--- src/rtl/cnt_pkg.sv ---
// Package: shared types for the presettable counter.
// Assumes: nothing beyond standard SystemVerilog.
package cnt_pkg;

    // Operation chosen for a slice at the coming clock edge.
    typedef enum logic [1:0] {
        OP_HOLD  = 2'd0,
        OP_COUNT = 2'd1,
        OP_LOAD  = 2'd2,
        OP_CLEAR = 2'd3
    } cnt_op_e;

endpackage

--- src/rtl/cnt_op_decode.sv ---
// Module: cnt_op_decode
// Picks the operation for the next clock edge, using the fixed priority
// clear > load > count > hold.
// Assumes: in the asynchronous-clear variant the flops handle the clear
// themselves, so clr_n is not decoded here.
module cnt_op_decode #(
    parameter bit SYNC_CLEAR = 1'b0
) (
    input  logic            clr_n,
    input  logic            load_n,
    input  logic            enp,
    input  logic            ent,
    output cnt_pkg::cnt_op_e op
);
    import cnt_pkg::*;

    logic clr_req;

    // Clear request exists only in the synchronous variant.
    generate
        if (SYNC_CLEAR) begin : g_sync_clr
            assign clr_req = ~clr_n;
        end else begin : g_no_clr
            assign clr_req = 1'b0;
        end
    endgenerate

    // Priority encode the control inputs into a single operation.
    always_comb begin
        if (clr_req)            op = OP_CLEAR;
        else if (!load_n)       op = OP_LOAD;
        else if (enp && ent)    op = OP_COUNT;
        else                    op = OP_HOLD;
    end

endmodule

--- src/rtl/cnt_slice.sv ---
// Module: cnt_slice
// One counter slice of W bits. It works out the next state from the
// decoded operation, stores it on the rising edge, and drives a carry that
// is high when the carry enable is high and the slice is all ones.
// Assumes: clr_n is the only reset; ASYNC_CLEAR chooses whether it acts
// at once or at the edge.
module cnt_slice #(
    parameter int W           = 4,
    parameter bit ASYNC_CLEAR = 1'b1
) (
    input  logic         clk,
    input  logic         clr_n,
    input  logic         load_n,
    input  logic         enp,
    input  logic         ent,
    input  logic [W-1:0] d,
    output logic [W-1:0] q,
    output logic         rco
);
    import cnt_pkg::*;

    localparam logic [W-1:0] ONE = {{(W-1){1'b0}}, 1'b1};

    cnt_op_e      op;
    logic [W-1:0] nxt;

    cnt_op_decode #(.SYNC_CLEAR(!ASYNC_CLEAR)) u_dec (
        .clr_n  (clr_n),
        .load_n (load_n),
        .enp    (enp),
        .ent    (ent),
        .op     (op)
    );

    // Next-state value for the selected operation; the increment wraps.
    always_comb begin
        case (op)
            OP_CLEAR: nxt = '0;
            OP_LOAD:  nxt = d;
            OP_COUNT: nxt = q + ONE;
            default:  nxt = q;
        endcase
    end

    // State register in the chosen clear style.
    generate
        if (ASYNC_CLEAR) begin : g_async
            // Asynchronous clear wins over the clock.
            always_ff @(posedge clk or negedge clr_n) begin
                if (!clr_n) q <= '0;
                else        q <= nxt;
            end
        end else begin : g_sync
            // Synchronous clear is already folded into nxt.
            always_ff @(posedge clk) begin
                q <= nxt;
            end
        end
    endgenerate

    // Terminal-count carry, gated only by the carry enable.
    assign rco = ent & (&q);

endmodule

--- src/rtl/preset_counter.sv ---
// Module: preset_counter (top)
// A chain of NUM_SLICES counter slices that acts as one synchronous
// counter. Each slice's carry drives the next slice's carry enable. Load,
// clear and the count enable enp go to every slice.
// Assumes: one clock for all slices; d is sampled only at load edges.
module preset_counter #(
    parameter int SLICE_W     = 4,
    parameter int NUM_SLICES  = 1,
    parameter bit ASYNC_CLEAR = 1'b1,
    localparam int TOTAL_W    = SLICE_W * NUM_SLICES
) (
    input  logic               clk,
    input  logic               clr_n,
    input  logic               load_n,
    input  logic               enp,
    input  logic               ent,
    input  logic [TOTAL_W-1:0] d,
    output logic [TOTAL_W-1:0] q,
    output logic               rco
);

    logic [NUM_SLICES:0] carry;

    // The lowest slice takes the external carry enable.
    assign carry[0] = ent;

    // Build the chain; slice k's carry enables slice k+1.
    generate
        for (genvar k = 0; k < NUM_SLICES; k++) begin : g_slice
            cnt_slice #(
                .W           (SLICE_W),
                .ASYNC_CLEAR (ASYNC_CLEAR)
            ) u_slice (
                .clk    (clk),
                .clr_n  (clr_n),
                .load_n (load_n),
                .enp    (enp),
                .ent    (carry[k]),
                .d      (d[k*SLICE_W +: SLICE_W]),
                .q      (q[k*SLICE_W +: SLICE_W]),
                .rco    (carry[k+1])
            );
        end
    endgenerate

    // The carry of the top slice is the carry of the whole chain.
    assign rco = carry[NUM_SLICES];

endmodule

--- config.mk ---
export PLATFORM = sky130hd
export DESIGN_NAME = preset_counter
export DESIGN_NICKNAME = d
export VERILOG_FILES = /design/src/rtl/cnt_pkg.sv /design/src/rtl/cnt_op_decode.sv /design/src/rtl/cnt_slice.sv /design/src/rtl/preset_counter.sv
export SDC_FILE = /design/constraint.sdc
export NUM_CORES = 1
export LEC_CHECK = 0
export ABC_AREA = 0
export CAP_MARGIN = 15
export CORE_AREA = 4 4 41 43
export CTS_BUF_LIST = sky130_fd_sc_hd__clkbuf_8
export DETAILED_ROUTE_END_ITERATION = 7
export DIE_AREA = 0 0 45 47
export GPL_TIMING_DRIVEN = 0
export HOLD_SLACK_MARGIN = 0.02
export MAX_ROUTING_LAYER = met4
export PLACE_DENSITY = 0.53
export SLEW_MARGIN = 15
export SYNTH_ARGS = -nofsm -noshare
export SYNTH_HDL_FRONTEND = slang
export SYNTH_SLANG_ARGS = --single-unit
--- constraint.sdc ---
create_clock -name clk -period 2.15 [get_ports clk]
set_input_delay 0.5375 -clock clk [delete_from_list [all_inputs] [get_ports clk]]
set_output_delay 0.5375 -clock clk [all_outputs]
set_load 0.005 [all_outputs]
==> flow_summary_export.csv, run 1 <==
group,metric,value,unit
status,outcome,"complete, no violations",
yosys,syn_area_per_cell,9.466,µm²
job,drv_cap,0,
global_routing,grt_pass1_vias,213,
final_layout,drive_above_1_share,13.16,%
yosys,synth-warning-count,0,
final_layout,postLayoutCellArea,396.6,µm²
sta,skew,4.493,ps
critical_path,critPathArrivalTime,1500,ps
drt,dr.first_iter.drc_count,2,
global_routing,antenna_found_initial,0,
sta,finalCritPeriodShare,94.56,%
critical_path,end_kind,"output port",
die,dieWidth,45,µm
sta,rsz0062_at_grt,"false",
yosys,synth-edff-count,0,
drt,drc_errors,0,
drt,vias_per_cell,4.151,
drt,vias,220,
final_layout,multi_input_area,113.9,µm²
final_layout,diodes,0,
clock_network,cts_buffers,3,
min_path,hold_class,"input pin to async pin",
global_routing,grt_use_total,7.453,%
final_layout,finalNetCount,50,
yosys,yosysTopAreaCell,"dfrtp_1",
power_and_ir_drop,powerDensity,795.1,nW/µm²
final_layout,fin_util,30.48,%
yosys,synth_top_area_share,45.98,%
final_layout,final_cells,53,
die,die-height,47,µm
final_layout,nFillCells,146,
die,core.rowCount,13,
place,placed_area,356.6,µm²
sta,fin_tns_setup,0,ps
sta,fmax,491.9,MHz
yosys,ys_types,13,
power_and_ir_drop,leakage,0.1610,nW
clock_network,clkSlewWorstSetupHoldPaths,30,ps
die,die-area,2115,µm²
clock_network,ctsLongestPathBuffers,2,
place,dp_hpwl,445.4,µm
power_and_ir_drop,totalPowerFinal,0.3154,mW
yosys,seq_area_frac_synth,45.98,%
sta,relSlewSlack,78.94,%
place,routabilityCongestion,0.7292,
critical_path,crit_path_start_kind,"input pin",
place,dp_cells,50,
clock_network,clock_sinks,4,
critical_path,cp.required,1610,ps
global_routing,grt_max_degree,9,
critical_path,path_max_fanout,3,
drt,first_pass_iters,3,
sta,setup_viol,0,
yosys,yosys-top-cells-area,"dfrtp_1 46%, xor2_1 8.0%, a21oi_1 6.9%, nor2_1 6.9%, ha_1 5.7%",
yosys,synth_cells,23,
sta,finalHoldViolations,0,
drt,postRouteAntennaNets,0,
final_layout,reg_top3,"g_slice.u_slice.q x4",
final_layout,regArea,100.1,µm²
yosys,synth_ff_type,"dfrtp_1",
global_routing,grt_pass1_wl,966,µm
sta,fin_crit,2033,ps
sta,final_max_slew_viol_count,0,
global_routing,grt_overflow,0,
clock_network,cts_tree,"done",
yosys,synth_commonest_cells,"4 x dfrtp_1, 4 x nor2_1, 3 x a21oi_1, 2 x nand3_1, 2 x xor2_1",
clock_network,post_cts_buffers,0,
drt,wl,566,µm
final_layout,regMostFlops,"g_slice.u_slice.q",
sta,worstMarginPinSlew,315.8,ps
clock_network,cts-root-buf,"clkbuf_8",
clock_network,clk_latency,220,ps
final_layout,largest_reg_flops,4,
yosys,synth_async_sr_flop_share,100.0,%
yosys,syn-num-nets,33,
drt,wl_per_cell,10.68,µm
die,initial_core_util,16.73,%
die,core_area,1301,µm²
final_layout,syn_to_final_growth,82.18,%
clock_network,htree_levels,1,
die,ios,14,
place,io_buffers,12,
power_and_ir_drop,ir_drop,323.7,µV
yosys,syn_area,217.7,µm²
critical_path,critPathKind,"input pin to output port",
yosys,synth_seq_cells,4,
[layout make-up]
class | instances | area share, %
Timing Repair Buffer | 12 | 29.97
Buffer | 1 | 0.9464
Multi-Input combinational cell | 18 | 28.71
Sequential cell | 4 | 25.24
Clock buffer | 3 | 10.41
Tap cell | 15 | 4.732
[layer usage]
metal	part of all wire, %	up-vias	GRT usage [%]
met2	38	14	9.322
met1	45	91	8.506
met5	0	-	-
met3	14	2	4.598
met4	3.0	0	5.263
li1	-	113	-
[report_power, final]
part | internal, mW | leakage, nW | total [mW] | switching, mW
combinational | 0.0395 | 0.0946 | 0.0610 | 0.0216
clock | 0.119 | 0.0216 | 0.160 | 0.0404
sequential | 0.0847 | 0.0448 | 0.0945 | 0.00974
[critical path, cell delays in order]
cell and delay, ps:
dlygate4sd2_1 240, and4_2 230, clkdlybuf4s50_1 490
[cell families (layout without fill, tap and decap cells)]
kind of cell | Yosys count | in the layout | synth area share [%]
AO/OA/AOI/OAI | 5 | 5 | 12.07
XOR/XNOR | 2 | 2 | 8.047
adder cells (fa/ha/maj) | 1 | 1 | 5.746
buffers and inverters | 1 | 16 | 1.722
flip-flops | 4 | 4 | 45.98
multiplexers | 1 | 1 | 4.598
AND/OR/NAND/NOR | 9 | 9 | 21.84
[through the flow]
step	setup WS, ps	hold WS (ps)
5_1_grt	39.98	543.3
2_1_floorplan	822.4	241.9
6_report	116.9	519.9
4_1_cts	106.7	527.2
3_3_place_gp	-150.9	579.3
3_5_place_dp	-157.3	584.7
[path summary, 6_finish.rpt]
| check | from | slack (ps) | endpoint | cells past startpoint |
|---|---|---|---|---|
| min in group clk | g_slice[0].u_slice.q[3] | 590 | g_slice[0].u_slice.q[3] | 2 |
| worst max register to register | g_slice[0].u_slice.q[0] | 1070 | g_slice[0].u_slice.q[2] | 4 |
| worst min register to register | g_slice[0].u_slice.q[3] | 590 | g_slice[0].u_slice.q[3] | 2 |
| worst min-delay path | clr_n | 520 | g_slice[0].u_slice.q[3] | 1 |
| max in group asynchronous | clr_n | 1460 | g_slice[0].u_slice.q[1] | 1 |
| worst max-delay path | ent | 120 | rco | 3 |
[timing repair]
| action | CTS | global route |
|---|---|---|
| setup endpoints to repair | 1 | 0 |
| hold buffers | 0 | 0 |
| gates resized for setup | 1 | 0 |
[placed cells by master, fill, tap and decap left out]
| cell type | n |
|---|---|
| xor2_1 | 2 |
| ha_1 | 1 |
| clkdlybuf4s50_1 | 11 |
| clkbuf_8 | 3 |
| a31oi_1 | 1 |
| o21ai_0 | 1 |
| nor2_1 | 4 |
| and4_2 | 1 |
| dfrtp_1 | 4 |
| a21oi_1 | 3 |
| dlygate4sd2_1 | 1 |
| clkbuf_1 | 1 |
| mux2i_1 | 1 |
| nand2_2 | 1 |
| nand3_1 | 2 |
| or3_1 | 1 |
No activity file was read; power rests on OpenSTA's default activity.
==> inputs of run 2 (changes only) <==
Settings changed: CORE_AREA 4 4 41 43 to 3 3 40 42, DIE_AREA 0 0 45 47 to 0 0 43 45.
==> run 2 against run 1 <==
Compared with the run above: clock skew fell by 3.6 ps; critical path type unchanged; sequential share of layout area stayed put; via count shrank 5.5%; core utilization grew 0.39 points; wire length fell by 9.9%; die area fell by 8.5%; flip-flop and latch count is the same; largest cell class unchanged; total power shrank 1.7%; clock power is 3% lower; maximum frequency up 0.13%; global-route usage fell by 0.74 points; clock-buffer cell count unchanged.
==> flow_summary_export.csv, run 2 (same netlist as run 1, synthesis figures left out) <==
group,metric,value,unit
status,outcome,"complete, no violations",
final_layout,regMostFlops,"g_slice.u_slice.q",
sta,finalCritPeriodShare,94.44,%
critical_path,slowest_delay,490,ps
critical_path,r2r-start,"g_slice[0].u_slice.q[0]",
critical_path,cp_cell_sequence,"dlygate4sd2_1, and4_2, clkdlybuf4s50_1",
global_routing,grt_overflow,0,
drt,top_layer,"met3",
global_routing,grt_max_degree,9,
drt,vias_per_cell,3.925,
clock_network,cts-root-buf,"clkbuf_8",
die,ios,14,
final_layout,diodes,0,
clock_network,cts_tree,"done",
critical_path,end_kind,"output port",
power_and_ir_drop,totalPowerFinal,0.3102,mW
drt,postRouteAntennaNets,0,
power_and_ir_drop,ir_drop,255.6,µV
critical_path,critPathKind,"input pin to output port",
final_layout,largest_reg_flops,4,
clock_network,post_cts_buffers,0,
sta,whs,534.1,ps
final_layout,final_common_cell,"clkdlybuf4s50_1",
critical_path,rr_endpoint,"g_slice[0].u_slice.q[2]",
sta,rsz0062_at_grt,"false",
min_path,hold_class,"input pin to async pin",
sta,final_max_slew_viol_count,0,
critical_path,r2r_slack,1070,ps
drt,met3_length,51,µm
final_layout,finalNetCount,50,
final_layout,final_cell_mix,"11 x clkdlybuf4s50_1, 4 x nor2_1, 4 x dfrtp_1",
clock_network,htree_levels,1,
sta,skew,0.8738,ps
sta,worstMarginPinSlew,319.7,ps
critical_path,reg2regPathDepth,4,
critical_path,critPathArrivalTime,1490,ps
die,core.rowCount,13,
clock_network,clock_sinks,4,
place,io_buffers,12,
clock_network,clkSlewWorstSetupHoldPaths,30,ps
drt,wl_met1,244,µm
global_routing,grt_use_total,6.713,%
die,die-area,1935,µm²
final_layout,nFillCells,143,
die,initial_core_util,16.94,%
drt,wl_per_cell,9.623,µm
sta,fin_crit,2030,ps
critical_path,crit_family,"buffers and inverters",
final_layout,syn_to_final_growth,82.18,%
job,drv_cap,0,
drt,wl_met2,215,µm
die,die-height,45,µm
critical_path,path_max_fanout,3,
clock_network,clk_latency,210,ps
power_and_ir_drop,leakage,0.1610,nW
critical_path,cp_slowest_cell,"clkdlybuf4s50_1",
power_and_ir_drop,powerDensity,782.0,nW/µm²
die,dieWidth,43,µm
die,core_area,1285,µm²
place,routabilityCongestion,0.6108,
sta,finalHoldViolations,0,
global_routing,antenna_found_initial,0,
sta,fmax,492.5,MHz
global_routing,grt_pass1_vias,183,
final_layout,reg_top3,"g_slice.u_slice.q x4",
sta,relSlewSlack,78.69,%
critical_path,crit_buf_inv,2,
clock_network,ctsLongestPathBuffers,2,
drt,drc_errors,0,
final_layout,drive_above_1_share,13.16,%
place,pre_cts_slack,-151.0,ps
sta,fin_ws,119.5,ps
critical_path,cp.required,1610,ps
drt,dr.first_iter.drc_count,3,
drt,vias,208,
drt,first_pass_iters,2,
clock_network,cts_buffers,3,
global_routing,grt_pass1_wl,848,µm
sta,setup_viol,0,
drt,wl,510,µm
critical_path,crit_path_start_kind,"input pin",
-- run 2: cell counts in the layout (fill, tap and decap cells not counted) --
No cell type changed its count.
-- run 2: repair_timing --
action | in CTS | in global routing
hold buffers | 0 | 0
gates resized for setup | 1 | 0
endpoints found under the setup margin | 1 | 0
-- run 2: power by group --
part / leakage [nW] / total (mW) / switching, mW / internal, mW
clock: 0.0216 / 0.155 / 0.0361 / 0.119
combinational: 0.0946 / 0.0606 / 0.0212 / 0.0394
sequential: 0.0448 / 0.0944 / 0.00965 / 0.0847
-- run 2: final cells by class --
| class | instances | area (µm²) | area share (%) |
|---|---|---|---|
| Timing Repair Buffer | 12 | 118.9 | 29.97 |
| Clock buffer | 3 | 41.29 | 10.41 |
| Multi-Input combinational cell | 18 | 113.9 | 28.71 |
| Sequential cell | 4 | 100.1 | 25.24 |
| Tap cell | 15 | 18.77 | 4.732 |
| Buffer | 1 | 3.754 | 0.9464 |
-- run 2: worst max path at each step --
stage                            startpoint   to  slack (ps)  cells after the start
floorplan           g_slice[0].u_slice.q[0]  rco         820                      2
global placement                        ent  rco        -150                      3
detailed placement                      ent  rco        -150                      3
CTS                 g_slice[0].u_slice.q[0]  rco         110                      3
global route        g_slice[0].u_slice.q[0]  rco          70                      3
finish                                  ent  rco         120                      3
-- run 2: routing by layer --
| layer | vias to the layer above | GRT usage (%) |
|---|---|---|
| met2 | 9 | 8.982 |
| met5 | - | - |
| met4 | 0 | 7.229 |
| li1 | 112 | - |
| met1 | 87 | 7.056 |
| met3 | 0 | 2.789 |
-- run 2: per-stage QoR --
stage | TNS [ps] | util (%) | instances | cell area [µm²]
6_report | 0 | 30.87 | 53 | 396.6
5_1_grt | 0 | 30.87 | 53 | 396.6
4_1_cts | 0 | 30.87 | 53 | 396.6
3_5_place_dp | -151.0 | 27.75 | 50 | 356.6
3_3_place_gp | -151.2 | 27.75 | 50 | 356.6
2_1_floorplan | 0 | - | 23 | 217.7
==> inputs of run 3 (changes only) <==
Settings changed: PLACE_DENSITY 0.53 to 0.6, SYNTH_HIERARCHICAL set to 1.
==> run 3 against run 2 <==
Compared with the run above: wire length grew 37%; hold slack lost 10 ps; die area is the same; highest routed layer unchanged.
==> flow_summary_export.csv, run 3 <==
group,metric,value,unit
yosys,synth_top_area_share,33.90,%
sta,whs,523.9,ps
final_layout,regArea,100.1,µm²
die,dieWidth,43,µm
yosys,syn_area_per_cell,9.228,µm²
final_layout,syn_to_final_growth,68.22,%
clock_network,htree_levels,1,
global_routing,grt_pass1_vias,297,
global_routing,antenna_found_initial,0,
clock_network,clk_latency,220,ps
sta,fin_crit,2044,ps
final_layout,largest_reg_flops,4,
die,die-height,45,µm
yosys,seq_area_frac_synth,33.90,%
status,outcome,"complete, no violations",
drt,drc_errors,0,
final_layout,fin_util,38.66,%
final_layout,final_cell_mix,"12 x clkdlybuf4s50_1, 4 x inv_1, 4 x dfrtp_1",
power_and_ir_drop,sw_frac_of_total,21.18,%
yosys,syn-num-nets,45,
power_and_ir_drop,leakage,0.2266,nW
critical_path,cp_cell_sequence,"clkdlybuf4s50_1, and3_1, inv_1, ha_4, nand2_1, or4_1, nand3_1",
power_and_ir_drop,powerDensity,602.8,nW/µm²
critical_path,cp.required,2300,ps
clock_network,cts_tree,"done",
clock_network,clkSlewWorstSetupHoldPaths,30,ps
global_routing,grt_pass1_wl,1262,µm
power_and_ir_drop,internal_power,0.2360,mW
clock_network,cts_hold_buffers,0,
drt,vias,295,
sta,finalHoldViolations,0,
sta,finalCritPeriodShare,95.08,%
global_routing,grt_overflow,0,
critical_path,path_max_fanout,4,
yosys,synth_ff_type,"dfrtp_1",
global_routing,grt_use_total,9.388,%
critical_path,crit_buf_inv,2,
drt,first_pass_iters,2,
power_and_ir_drop,p_seq_share,29.4,%
final_layout,final_common_cell,"clkdlybuf4s50_1",
die,die-area,1935,µm²
final_layout,drive_above_1_share,10.42,%
critical_path,crit_path_start_kind,"input pin",
die,ios,14,
sta,final_max_slew_viol_count,0,
sta,fmax,489.2,MHz
final_layout,multi_input_area,192.7,µm²
yosys,synth-edff-count,0,
yosys,synth_seq_cells,4,
yosys,synth-warning-count,6,
final_layout,nFillCells,133,
clock_network,post_cts_buffers,0,
drt,wl_per_cell,11.11,µm
power_and_ir_drop,combPwrFrac,18.7,%
critical_path,critPathArrivalTime,2190,ps
yosys,synth_async_sr_flop_share,100.0,%
die,initial_core_util,22.98,%
yosys,synth_commonest_cells,"4 x dfrtp_1, 4 x ha_1, 4 x inv_1, 3 x nand2_1",
sta,rsz0062_at_grt,"false",
yosys,synth_cells,32,
yosys,yosysTopAreaCell,"dfrtp_1",
yosys,syn_area,295.3,µm²
clock_network,clock_sinks,4,
yosys,ys_types,17,
place,dp_hpwl,549.7,µm
global_routing,grt_max_degree,9,
critical_path,critPathKind,"input pin to flop",
drt,wl,700,µm
final_layout,regMostFlops,"g_slice.u_slice/q",
drt,vias_per_cell,4.683,
final_layout,finalNetCount,63,
sta,worstMarginPinSlew,260.3,ps
job,drv_cap,0,
power_and_ir_drop,pwr-share-clk,51.9,%
final_layout,reg_top3,"g_slice.u_slice/q x4",
critical_path,end_kind,"flop",
sta,relSlewSlack,82.40,%
critical_path,crit_family,"simple AND/OR/NAND/NOR gates",
drt,postRouteAntennaNets,0,
clock_network,ctsLongestPathBuffers,2,
clock_network,cts_buffers,3,
sta,setup_viol,0,
critical_path,slowest_delay,480,ps
clock_network,cts-root-buf,"clkbuf_8",
die,core.rowCount,13,
place,routabilityCongestion,0.6398,
power_and_ir_drop,ir_drop,323.7,µV
sta,skew,3.129,ps
place,io_buffers,13,
final_layout,diodes,0,
die,core_area,1285,µm²
drt,dr.first_iter.drc_count,5,
power_and_ir_drop,power_switching,0.06340,mW
min_path,hold_class,"input pin to async pin",
critical_path,cp_slowest_cell,"clkdlybuf4s50_1",
yosys,yosys-top-cells-area,"dfrtp_1 34%, ha_1 17%, a22oi_1 5.1%, inv_1 5.1%, and3_1 4.2%",
-- run 3: changes by cell type after synthesis, moves of 2 or more --
cell and delta:
nand2_1 +3, ha_1 +3, xor2_1 -2, and3_1 +2, a22oi_1 +2, inv_1 +4
nor2_1 -4, a21oi_1 -3
-- run 3: cell type report --
class	count	area share, %
clock buffers	3	8.312
multi-input cells	24	38.79
repair buffers	13	25.94
flip-flops and latches	4	20.15
inverters	4	3.023
well taps	15	3.778
-- run 3: power by group through the flow --
stage	Combinational, mW	Clock, mW	Sequential, mW
final	0.0560	0.155	0.0881
after global routing	0.0610	0.166	0.0898
after CTS	0.0528	0.162	0.0882
after detailed placement	0.0524	0	0.0889
after global placement	0.0527	0	0.0890
after floorplan	0.0212	0	0.0879
-- run 3: logic make-up after synthesis --
family	after synthesis	synth area share, %
AO/OA/AOI/OAI	7	16.95
adder cells (fa/ha/maj)	4	16.95
buffers and inverters	4	5.083
AND/OR/NAND/NOR	13	27.12
flip-flops	4	33.90
-- run 3: through the flow --
| stage | power [mW] | cell area [µm²] | setup WS [ps] | setup TNS [ps] | std cells |
|---|---|---|---|---|---|
| global placement | 0.1417 | 444.2 | -169.1 | -404.0 | 60 |
| CTS | 0.3028 | 484.2 | 72.57 | 0 | 63 |
| floorplan | 0.1091 | 295.3 | 420.8 | 0 | 32 |
| global route | 0.3168 | 496.7 | 1.861 | 0 | 63 |
| detailed placement | 0.1414 | 444.2 | -150.4 | -377.0 | 60 |
| finish | 0.2994 | 496.7 | 105.8 | 0 | 63 |
-- run 3: path summary, 6_finish.rpt --
kind / start / end / depth (start not counted) / slack, ps
max reg2reg: g_slice[0].u_slice/q[0] / g_slice[0].u_slice/q[2] / 3 / 950
min in group clk: g_slice[0].u_slice/q[1] / g_slice[0].u_slice/q[1] / 2 / 560
min: clr_n / g_slice[0].u_slice/q[2] / 1 / 520
max in group asynchronous: clr_n / g_slice[0].u_slice/q[0] / 1 / 1460
min reg2reg: g_slice[0].u_slice/q[1] / g_slice[0].u_slice/q[1] / 2 / 560
max: load_n / g_slice[0].u_slice/q[3] / 7 / 110
-- run 3: timing repair --
action,CTS,global route
gates resized for setup,1,1
pin swaps,0,0
setup endpoints to repair,1,2
-- run 3: layer usage --
| metal | routed length [µm] | vias up | global-route usage (%) | share of wire [%] |
|---|---|---|---|---|
| li1 | - | 150 | - | - |
| met1 | 344 | 135 | 11.22 | 49 |
| met2 | 305 | 10 | 12.28 | 44 |
| met3 | 50 | 0 | 6.375 | 7.1 |
| met4 | 0 | 0 | 3.614 | 0 |
| met5 | 0 | - | - | 0 |
